## src/rtl/lirq_pkg.sv

```systemverilog
package lirq_pkg;
  localparam int unsigned SRC_N    = 32;
  localparam int unsigned CORE_N   = 4;
  localparam int unsigned LINE_N   = 4;
  localparam int unsigned ROUTE_W  = CORE_N + LINE_N;
  localparam int unsigned DATA_W   = 32;
  localparam int unsigned ADDR_W   = 8;
  localparam int unsigned LANES    = DATA_W / 8;
  localparam int unsigned OUT_N    = CORE_N * LINE_N;
  localparam int unsigned WORD_W   = ADDR_W - 2;
  localparam int unsigned ROUTE_WORDS = SRC_N / LANES;
  localparam int unsigned RW_BITS  = $clog2(ROUTE_WORDS);
  localparam int unsigned CV_BITS  = $clog2(CORE_N);

  // word addresses (byte address >> 2)
  localparam logic [WORD_W-1:0] W_ENSTAT = 6'h09;
  localparam logic [WORD_W-1:0] W_ENSET  = 6'h0A;
  localparam logic [WORD_W-1:0] W_ENCLR  = 6'h0B;
  localparam logic [WORD_W-1:0] W_POL    = 6'h0C;
  localparam logic [WORD_W-1:0] W_EDGE   = 6'h0D;
  localparam logic [WORD_W-1:0] W_PEND   = 6'h10;
  localparam logic [WORD_W-1:0] W_VIEW0  = 6'h14;

  typedef logic [ROUTE_W-1:0] route_t;
endpackage

```

## src/rtl/lirq_regs.sv

```systemverilog
module lirq_regs
  import lirq_pkg::*;
(
  input  logic                          clk,
  input  logic                          rst_n,
  input  logic                          wr,
  input  logic [ADDR_W-1:0]             addr,
  input  logic [DATA_W-1:0]             wdata,
  input  logic [LANES-1:0]              be,
  output logic [SRC_N-1:0][ROUTE_W-1:0] route_o,
  output logic [SRC_N-1:0]              en_o,
  output logic [SRC_N-1:0]              pol_o,
  output logic [SRC_N-1:0]              edge_o,
  output logic [SRC_N-1:0]              clr_o
);
  logic [WORD_W-1:0]             word;
  logic [DATA_W-1:0]             lane_mask;
  logic [DATA_W-1:0]             wd_m;
  logic [SRC_N-1:0][ROUTE_W-1:0] route_q, route_n;
  logic [SRC_N-1:0]              en_q, en_n, pol_q, pol_n, edge_q, edge_n;
  logic                          route_we, en_we, pol_we, edge_we;

  assign word = addr[ADDR_W-1:2];

  generate
    for (genvar b = 0; b < LANES; b++) begin : g_lane
      assign lane_mask[8*b +: 8] = {8{be[b]}};
    end
  endgenerate

  assign wd_m     = wdata & lane_mask;
  assign route_we = wr && ((word >> RW_BITS) == '0);
  assign en_we    = wr && ((word == W_ENSET) || (word == W_ENCLR));
  assign pol_we   = wr && (word == W_POL);
  assign edge_we  = wr && (word == W_EDGE);
  assign clr_o    = (wr && (word == W_PEND)) ? wd_m : '0;

  always_comb begin
    route_n = route_q;
    for (int b = 0; b < LANES; b++) begin
      if (be[b])
        route_n[int'(word[RW_BITS-1:0]) * LANES + b] = wdata[8*b +: 8];
    end
  end

  always_comb begin
    if (word == W_ENSET) en_n = en_q | wd_m;
    else                 en_n = en_q & ~wd_m;
  end

  assign pol_n  = (pol_q  & ~lane_mask) | (wdata & lane_mask);
  assign edge_n = (edge_q & ~lane_mask) | (wdata & lane_mask);

  always_ff @(posedge clk or negedge rst_n) begin
    if (!rst_n) begin
      route_q <= '0;
      en_q    <= '0;
      pol_q   <= '0;
      edge_q  <= '0;
    end else begin
      if (route_we) route_q <= route_n;
      if (en_we)    en_q    <= en_n;
      if (pol_we)   pol_q   <= pol_n;
      if (edge_we)  edge_q  <= edge_n;
    end
  end

  assign route_o = route_q;
  assign en_o    = en_q;
  assign pol_o   = pol_q;
  assign edge_o  = edge_q;

  assert_en_set_R3: assert property (@(posedge clk) disable iff (!rst_n)
    (wr && word == W_ENSET) |=> ((en_q & $past(wd_m)) == $past(wd_m)));
  assert_en_clr_R3: assert property (@(posedge clk) disable iff (!rst_n)
    (wr && word == W_ENCLR) |=> ((en_q & $past(wd_m)) == '0));
  assert_en_keep_R3: assert property (@(posedge clk) disable iff (!rst_n)
    (wr && (word == W_ENSET || word == W_ENCLR)) |=>
      ((en_q & ~$past(wd_m)) == ($past(en_q) & ~$past(wd_m))));
endmodule

```

## src/rtl/lirq_detect.sv

```systemverilog
module lirq_detect
  import lirq_pkg::*;
(
  input  logic             clk,
  input  logic             rst_n,
  input  logic [SRC_N-1:0] src_i,
  input  logic [SRC_N-1:0] pol_i,
  input  logic [SRC_N-1:0] edge_i,
  input  logic [SRC_N-1:0] clr_i,
  output logic [SRC_N-1:0] pend_o
);
  logic [SRC_N-1:0] cond_q, prev_q, latch_q, latch_n, rise;

  generate
    for (genvar i = 0; i < SRC_N; i++) begin : g_src
      assign rise[i] = cond_q[i] & ~prev_q[i];

      always_comb begin
        if (!edge_i[i])     latch_n[i] = 1'b0;
        else if (rise[i])   latch_n[i] = 1'b1;
        else if (clr_i[i])  latch_n[i] = 1'b0;
        else                latch_n[i] = latch_q[i];
      end

      always_ff @(posedge clk or negedge rst_n) begin
        if (!rst_n) begin
          cond_q[i]  <= 1'b0;
          prev_q[i]  <= 1'b0;
          latch_q[i] <= 1'b0;
        end else begin
          cond_q[i]  <= src_i[i] ^ pol_i[i];
          prev_q[i]  <= cond_q[i];
          latch_q[i] <= latch_n[i];
        end
      end

      assign pend_o[i] = edge_i[i] ? latch_q[i] : cond_q[i];
    end
  endgenerate

  assert_edge_sticky_R6: assert property (@(posedge clk) disable iff (!rst_n)
    (|(edge_i & rise)) |=>
      ((latch_q & $past(edge_i & rise)) == $past(edge_i & rise)));
  assert_level_nolatch_R5: assert property (@(posedge clk) disable iff (!rst_n)
    (|(~edge_i)) |=> ((latch_q & ~$past(edge_i)) == '0));
endmodule

```

## src/rtl/lirq_fanout.sv

```systemverilog
module lirq_fanout
  import lirq_pkg::*;
(
  input  logic                          clk,
  input  logic                          rst_n,
  input  logic [SRC_N-1:0][ROUTE_W-1:0] route_i,
  input  logic [SRC_N-1:0]              pend_i,
  output logic [CORE_N-1:0][SRC_N-1:0]  view_o,
  output logic [OUT_N-1:0]              irq_o
);
  logic [LINE_N-1:0][SRC_N-1:0] line_sel;
  logic [OUT_N-1:0]             irq_n, irq_q;

  generate
    for (genvar i = 0; i < SRC_N; i++) begin : g_src
      for (genvar c = 0; c < CORE_N; c++) begin : g_core
        assign view_o[c][i] = pend_i[i] & route_i[i][c];
      end
      for (genvar k = 0; k < LINE_N; k++) begin : g_line
        assign line_sel[k][i] = route_i[i][CORE_N + k];
      end
    end
    for (genvar c = 0; c < CORE_N; c++) begin : g_out_c
      for (genvar k = 0; k < LINE_N; k++) begin : g_out_k
        assign irq_n[c*LINE_N + k] = |(view_o[c] & line_sel[k]);
      end
    end
  endgenerate

  always_ff @(posedge clk or negedge rst_n) begin
    if (!rst_n) irq_q <= '0;
    else        irq_q <= irq_n;
  end

  assign irq_o = irq_q;

  assert_irq_cause_R8: assert property (@(posedge clk) disable iff (!rst_n)
    (|irq_q) |-> $past(|pend_i));
  assert_irq_onecore_R8: assert property (@(posedge clk) disable iff (!rst_n)
    ($countones(pend_i) == 0) |=> (irq_q == '0));
endmodule

```

## src/rtl/lirq_router.sv

```systemverilog
module lirq_router
  import lirq_pkg::*;
#(
  parameter int unsigned RST_STAGES = 2
) (
  input  logic              clk,
  input  logic              rst_n,
  input  logic [SRC_N-1:0]  src_in,
  input  logic              bus_wr,
  input  logic              bus_rd,
  input  logic [ADDR_W-1:0] bus_addr,
  input  logic [DATA_W-1:0] bus_wdata,
  input  logic [LANES-1:0]  bus_be,
  output logic [DATA_W-1:0] bus_rdata,
  output logic [OUT_N-1:0]  irq_out
);
  logic [RST_STAGES-1:0]         rst_sync;
  logic                          rst_int_n;
  logic [SRC_N-1:0][ROUTE_W-1:0] route;
  logic [SRC_N-1:0]              en, pol, edge_sel, clr, pend_raw, pend_m;
  logic [CORE_N-1:0][SRC_N-1:0]  view;
  logic [WORD_W-1:0]             word;
  logic [DATA_W-1:0]             rdata_n, rdata_q;
  logic [WORD_W-1:0]             view_off;

  always_ff @(posedge clk or negedge rst_n) begin
    if (!rst_n) rst_sync <= '0;
    else        rst_sync <= {rst_sync[RST_STAGES-2:0], 1'b1};
  end
  assign rst_int_n = rst_sync[RST_STAGES-1];

  lirq_regs u_regs (
    .clk     (clk),
    .rst_n   (rst_int_n),
    .wr      (bus_wr),
    .addr    (bus_addr),
    .wdata   (bus_wdata),
    .be      (bus_be),
    .route_o (route),
    .en_o    (en),
    .pol_o   (pol),
    .edge_o  (edge_sel),
    .clr_o   (clr)
  );

  lirq_detect u_detect (
    .clk    (clk),
    .rst_n  (rst_int_n),
    .src_i  (src_in),
    .pol_i  (pol),
    .edge_i (edge_sel),
    .clr_i  (clr),
    .pend_o (pend_raw)
  );

  assign pend_m = pend_raw & en;

  lirq_fanout u_fanout (
    .clk     (clk),
    .rst_n   (rst_int_n),
    .route_i (route),
    .pend_i  (pend_m),
    .view_o  (view),
    .irq_o   (irq_out)
  );

  assign word     = bus_addr[ADDR_W-1:2];
  assign view_off = word - W_VIEW0;

  always_comb begin
    rdata_n = '0;
    if ((word >> RW_BITS) == '0) begin
      for (int b = 0; b < LANES; b++)
        rdata_n[8*b +: 8] = route[int'(word[RW_BITS-1:0]) * LANES + b];
    end else if (word == W_ENSTAT) begin
      rdata_n = en;
    end else if (word == W_POL) begin
      rdata_n = pol;
    end else if (word == W_EDGE) begin
      rdata_n = edge_sel;
    end else if (word == W_PEND) begin
      rdata_n = pend_m;
    end else if ((view_off >> CV_BITS) == '0) begin
      rdata_n = view[view_off[CV_BITS-1:0]];
    end
  end

  always_ff @(posedge clk or negedge rst_int_n) begin
    if (!rst_int_n)  rdata_q <= '0;
    else if (bus_rd) rdata_q <= rdata_n;
  end

  assign bus_rdata = rdata_q;

  assert_rd_hold_R11: assert property (@(posedge clk) disable iff (!rst_int_n)
    !bus_rd |=> $stable(bus_rdata));
  assert_pend_masked_R7: assert property (@(posedge clk) disable iff (!rst_int_n)
    (bus_rd && word == W_PEND) |=> ((bus_rdata & ~$past(en)) == '0));
endmodule

```

## config.mk

```make
export PLATFORM = sky130hd
export DESIGN_NAME = lirq_router
export DESIGN_NICKNAME = d
export VERILOG_FILES = /design/src/rtl/lirq_pkg.sv /design/src/rtl/lirq_regs.sv /design/src/rtl/lirq_detect.sv /design/src/rtl/lirq_fanout.sv /design/src/rtl/lirq_router.sv
export SDC_FILE = /design/constraint.sdc
export NUM_CORES = 1
export LEC_CHECK = 0
export ABC_AREA = 1
export BUFFER_PORTS_ARGS = -buffer_cell sky130_fd_sc_hd__buf_2
export CORE_MARGIN = 10
export CORE_UTILIZATION = 35
export CTS_CLUSTER_SIZE = 24
export DETAILED_ROUTE_END_ITERATION = 16
export RECOVER_POWER = 100
export REMOVE_ABC_BUFFERS = 1
export SLEW_MARGIN = 30
export SYNTH_ARGS = -nofsm -noshare
export SYNTH_HDL_FRONTEND = slang
export SYNTH_SLANG_ARGS = --single-unit
```

## constraint.sdc

```tcl
create_clock -name clk -period 19.3 [get_ports clk]
set_input_delay 3.86 -clock clk [delete_from_list [all_inputs] [get_ports clk]]
set_output_delay 3.86 -clock clk [all_outputs]
set_load 0.005 [all_outputs]
```

Word-level counts from Yosys, hierarchy flattened:

Index checks and enable logic that the tools add are counted.

* logic and storage cells: 625
* flip-flop bits (word level): 498
* output and inout port bits: 48

* magnitude comparators: 9
* bitwise operators: 250
* equal/unequal tests: 38
* reductions and logical operators: 28
* $add $sub $neg: 4
* mux-type cells: 162

Operators with widths (number)
* bitwise mux 256 bit: 4
* two-way mux 256 bit: 4
* AND 32 bit: 21
* OR reduction 32 bit: 16
* two-way mux 32 bit: 9
* AND 1 bit: 160
* two-way mux 1 bit: 128
* binary-select mux 8 bit (select 5 bit): 3
* demux 8 bit (select 5 bit): 3
* greater-or-equal comparator 32 x 1 -> 1 bit (second input constant): 3
* < comparator 32 x 6 -> 1 bit (second input constant): 3
* inequality test 3 x 2 -> 1 bit (second input constant): 32
* bitwise OR 32 bit: 3
* binary-select mux 32 bit (select 2 bit): 1
* two-way mux 8 bit: 8
* NOT 32 bit: 2
* NOT 1 bit: 32
* XOR 1 bit: 32
* equality test 6 x 4 -> 1 bit (second input constant): 5
* binary-select mux 8 bit (select 3 bit): 1
* demux 8 bit (select 3 bit): 1
* adder 5 x 2 -> 6 bit (second input constant): 2
* zero test 6 bit: 2
* logical AND 1 bit: 9
* 7 further kinds: 7

Longest topological paths before layout:

* word-level depth: 12
* gate-level depth with buffers: 13
* mapped depth without buffers: 13

Hierarchy:

Synthesis repeated with hierarchy kept, for this count alone.

* cell total of the unflattened synthesis: 5110
* area total of the unflattened synthesis: 32183.4 µm²

Modules (own cells, without submodules)
* lirq_regs: cells an instance 1749, area each 14861.8 µm², times used 1
* lirq_router: cells an instance 1579, area each 7314.5 µm², times used 1
* lirq_fanout: cells an instance 1302, area each 6043.3 µm², times used 1
* lirq_detect: cells an instance 480, area each 3963.8 µm², times used 1

Worst setup path before layout:

OpenSTA, ideal clock, no wires.

* kind: in2reg
* start: input port bus_addr[4]
* end: register rdata_q[14], in the netlist bus_rdata[14]
* arrival time: 5.086 ns
* stages on the path: 9
* slack: 14.097 ns
* cells stage by stage: buf_2 inv_2 buf_4 clkbuf_1 o221ai_1 o211ai_1 nand2_1 nor2_1 nor2_1

* word-level cells in the longest chain between the ends: 8
* elaborated cells between the ends (all ways): 15
* those cells by class: 2 x add/sub; 4 x eq/ne; 8 x mux; 1 x reduce/logical

RTL lines
* start: declaration: RTL line lirq_router.sv:11 `input logic [ADDR_W-1:0] bus_addr,`
* subtractor 6 x 5 -> 6 bit: RTL line lirq_router.sv:68 `assign view_off = word - W_VIEW0;`
* zero test 6 bit: RTL line lirq_router.sv:83 `end else if ((view_off >> CV_BITS) == '0) begin`
* two-way mux 32 bit: RTL line lirq_router.sv:83
* two-way mux 32 bit: RTL line lirq_router.sv:81 `end else if (word == W_PEND) begin`
* two-way mux 32 bit: RTL line lirq_router.sv:79 `end else if (word == W_EDGE) begin`
* two-way mux 32 bit: RTL line lirq_router.sv:77 `end else if (word == W_POL) begin`
* two-way mux 32 bit: RTL line lirq_router.sv:75 `end else if (word == W_ENSTAT) begin`
* two-way mux 32 bit *: RTL line lirq_router.sv:72 `if ((word >> RW_BITS) == '0) begin`
* end signal: assignment: RTL line lirq_router.sv:90 `else if (bus_rd) rdata_q <= rdata_n;`
* end: declaration: RTL line lirq_router.sv:23 `logic [DATA_W-1:0] rdata_n, rdata_q;`

Mark *: on every way between the ends. The rest lies on a longest branch, timed or not. The select of a mux whose other input is x is not followed.
A chain may end at the register's enable or synchronous reset.

Final worst setup path:

* start: input port bus_addr[3]
* end: register rdata_q[17], in the netlist bus_rdata[17]

* word-level cells in the longest chain between the ends: 9
* elaborated cells between the ends (all ways): 17
* those cells by class: 2 x add/sub; 4 x eq/ne; 10 x mux; 1 x reduce/logical

RTL lines
* subtractor 6 x 5 -> 6 bit: RTL line lirq_router.sv:68
* binary-select mux 32 bit (select 2 bit): RTL line lirq_router.sv:84 `rdata_n = view[view_off[CV_BITS-1:0]];`
* two-way mux 32 bit (not written as such): RTL line lirq_router.sv:84
* two-way mux 32 bit: RTL line lirq_router.sv:83
* two-way mux 32 bit: RTL line lirq_router.sv:81
* two-way mux 32 bit: RTL line lirq_router.sv:79
* two-way mux 32 bit: RTL line lirq_router.sv:77
* two-way mux 32 bit: RTL line lirq_router.sv:75
* two-way mux 32 bit *: RTL line lirq_router.sv:72

Marked as above.

==> flow_summary.ini <==
[status]
outcome = complete, but fails checks
violations = max-capacitance violations, max-slew violations

[synthesis]
ys_top_cells_by_area = dfrtp_1 (46%), nand2_1 (16%), o21ai_0 (6.6%)
synth_top_cell_area_share = 0.457
synth-edff-count = 0
ys_seq_elements = 498
yosysMostFrequentCell = nand2_1
synth-adder-area-share = 0
synth_top_family_by_area = simple AND/OR/NAND/NOR gates
ys_seq_area_frac = 0.457
synth-xor-area-share = 0.0103
synth_common_cells = nand2_1 (1131), dfrtp_1 (498), inv_1 (405)
synthCells = 3721
syn_area_um2 = 27300
muxShareOfSynthArea = 0.00587
synth-simple-area-share = 0.271
syn_avg_cell_area_um2 = 7.33
synth-main-ff-cell = dfrtp_1
synth_warnings = 0
async_reset_ff_frac = 1.00
ys_types = 42
yosysTopAreaCell = dfrtp_1
synth-compound-area-share = 0.170

[worst_setup_path]
cp_cell_sequence = clkbuf_1 -> clkbuf_1 -> nor2_1 -> clkbuf_1 -> nand2_1 -> nor2_4 -> clkbuf_1 -> a21oi_1 -> nand2_1 -> nand2_1 -> nand2_1
cp.required_ns = 19.87
critPathMaxFanout = 37
arrival_ns = 12.54
critPathSlowestCell = clkbuf_1
critPathMaxStageDelay_ns = 1.85
start_kind = primary input
crit_family = buffers and inverters
path_buf_inv = 4
critPathKind = primary input to register
cp-end-kind = register

[power_and_ir_drop]
sw_frac_of_total = 0.336
seq_power_share = 0.424
vdd_ir_drop_max_mv = 0.0614
p_comb_frac = 0.195
p_switching_w = 0.000989
pwr-share-clk = 0.381
p_leak_nw = 14.2
p_int_w = 0.00195
p_per_area_nw_per_um2 = 97.5

[cts]
clock_path_buffers = 3
clock_sinks = 498
root_buffer = clkbuf_16
clk_pin_slew_ns = 0.06
cts_max_level = 2
cts_tree = built
cts_resized = 0
cts_buffers = 56
clkLatencyLatePin_ns = 0.64
postCtsHoldBufs = 0
post_cts_buffers = 0

[detailed_routing]
drt_wl_total_um = 123000
wl_per_cell_um = 25.3
vias_per_cell = 5.56
antenna_left = 0
dr.pass1.iters = 6
drt_iter0_markers = 3344
remaining_drc_errors = 0
num_vias = 27000

[sta]
setup_tns_ns = 0
fin_worst_skew_ns = 0.0134
finalHoldViolations = 0
drv_slew = 830
timing.fmax_mhz = 83.6
slew_headroom = -1.76
rsz0062_at_grt = false
tightest_slew_ns = 4.14
setup_violations = 0
holdWs_ns = 0.352
fin_crit_ns = 11.97
min_period_over_period = 0.620

[flow_run]
max-cap-violations = 19

[place]
placement.io_buffers = 125
dpl.hpwl_um = 87100
place_congestion = 0.994

[hold_path]
holdCritPathClass = register to register

[die]
io_pins = 128
initial_core_util = 0.353
die_h_um = 299
std_cell_rows = 102
die-area_um2 = 89500
core_area_um2 = 77300
die_x_um = 299

[global_route]
grt_usage = 0.266
grt_max_degree = 78
antenna_found_initial = 7
grt_pass1_vias = 25500
grt_pass1_wl_um = 176000
grt_overflow_total = 0

[final_layout]
fillers = 8341
drive_gt1_frac = 0.0514
area_growth_syn_to_layout_pct = 10.6
fin_nets = 3851
[cells by family after synthesis]
group                     Yosys count
xor gates and xnor gates           32
buffers and inverters             580
DFF                               498
other                               1
AOI/OAI and AO/OA                 830
and+or+nand+nor                  1764
muxes                              16
[worst paths after layout]
path	end	depth (start not counted)	slack (ns)	from
setup / recovery	bus_rdata[17]	11	7.33	bus_addr[3]
hold / removal	rst_sync[1]	0	0.35	rst_sync[0]
setup reg to reg	asynchronous set/reset pin	3	9.56	rst_sync[1]
hold reg to reg	rst_sync[1]	0	0.35	rst_sync[0]
max in group asynchronous	asynchronous set/reset pin	3	9.56	rst_sync[1]
min in group asynchronous	bus_rdata[22]	0	0.86	rst_sync[1]
[per-layer routing]
layer	share of wire	vias to the layer above	global-route usage
li1	-	12300	-
met3	0.10	353	0.0608
met1	0.40	12900	0.347
met4	0.068	4	0.147
met5	0.00022	-	0
met2	0.43	1408	0.405
[placed cells by master (no fill, tap or decap), drive strengths merged, types with 4 or more instances in the layout]
cell	instances
clkinv	15
buf	67
o211ai	45
o2111ai	9
o21ai	398
bufinv	4
nor2	338
clkinvlp	5
dfrtp	498
a22o	9
nor3	6
mux2i	16
nand2	1146
clkbuf	168
inv	414
xor2	32
or2	16
nand3	194
nand4	61
o221ai	9
o22ai	204
a21oi	146
[stage by stage]
step	total power (W)	setup WS (ns)	cell area (um^2)	util	std cells
final	0.00294	7.33	30200	0.390	4857
after global routing	0.00305	7.32	30200	0.390	4854
after global placement	0.00181	12.19	28700	0.371	4752
after CTS	0.00294	12.80	30600	0.396	4854
after floorplan	0.00155	4.39	26500	-	3558
after detailed placement	0.00182	12.15	28700	0.372	4753
[worst reg2reg max path: cells and delay by family, from the launching register on]
family	cells	cell delay [ns]
buffers and inverters	3	7.21
flip-flops	1	1.72
[layout make-up]
type                       instances  area [um^2]  share of cell area
antenna                            3         7.51            0.000249
clock buffer                      80         1660              0.0551
clock inverter                    21          215             0.00713
inverter                         417         1570              0.0522
multi-input combinational       2643        12300               0.406
sequential                       498        12500               0.413
tap                             1040         1300              0.0431
timing repair buffer             155          701              0.0232
[power by group through the flow]
stage / Clock [W] / Combinational, W / Sequential [W]
after floorplan: 0 / 0.000308 / 0.00125
after global placement: 0 / 0.000554 / 0.00126
after detailed placement: 0 / 0.000560 / 0.00126
after CTS: 0.00113 / 0.000562 / 0.00124
after global routing: 0.00117 / 0.000620 / 0.00126
final: 0.00112 / 0.000573 / 0.00125
Power figures use the tool's default switching activity.
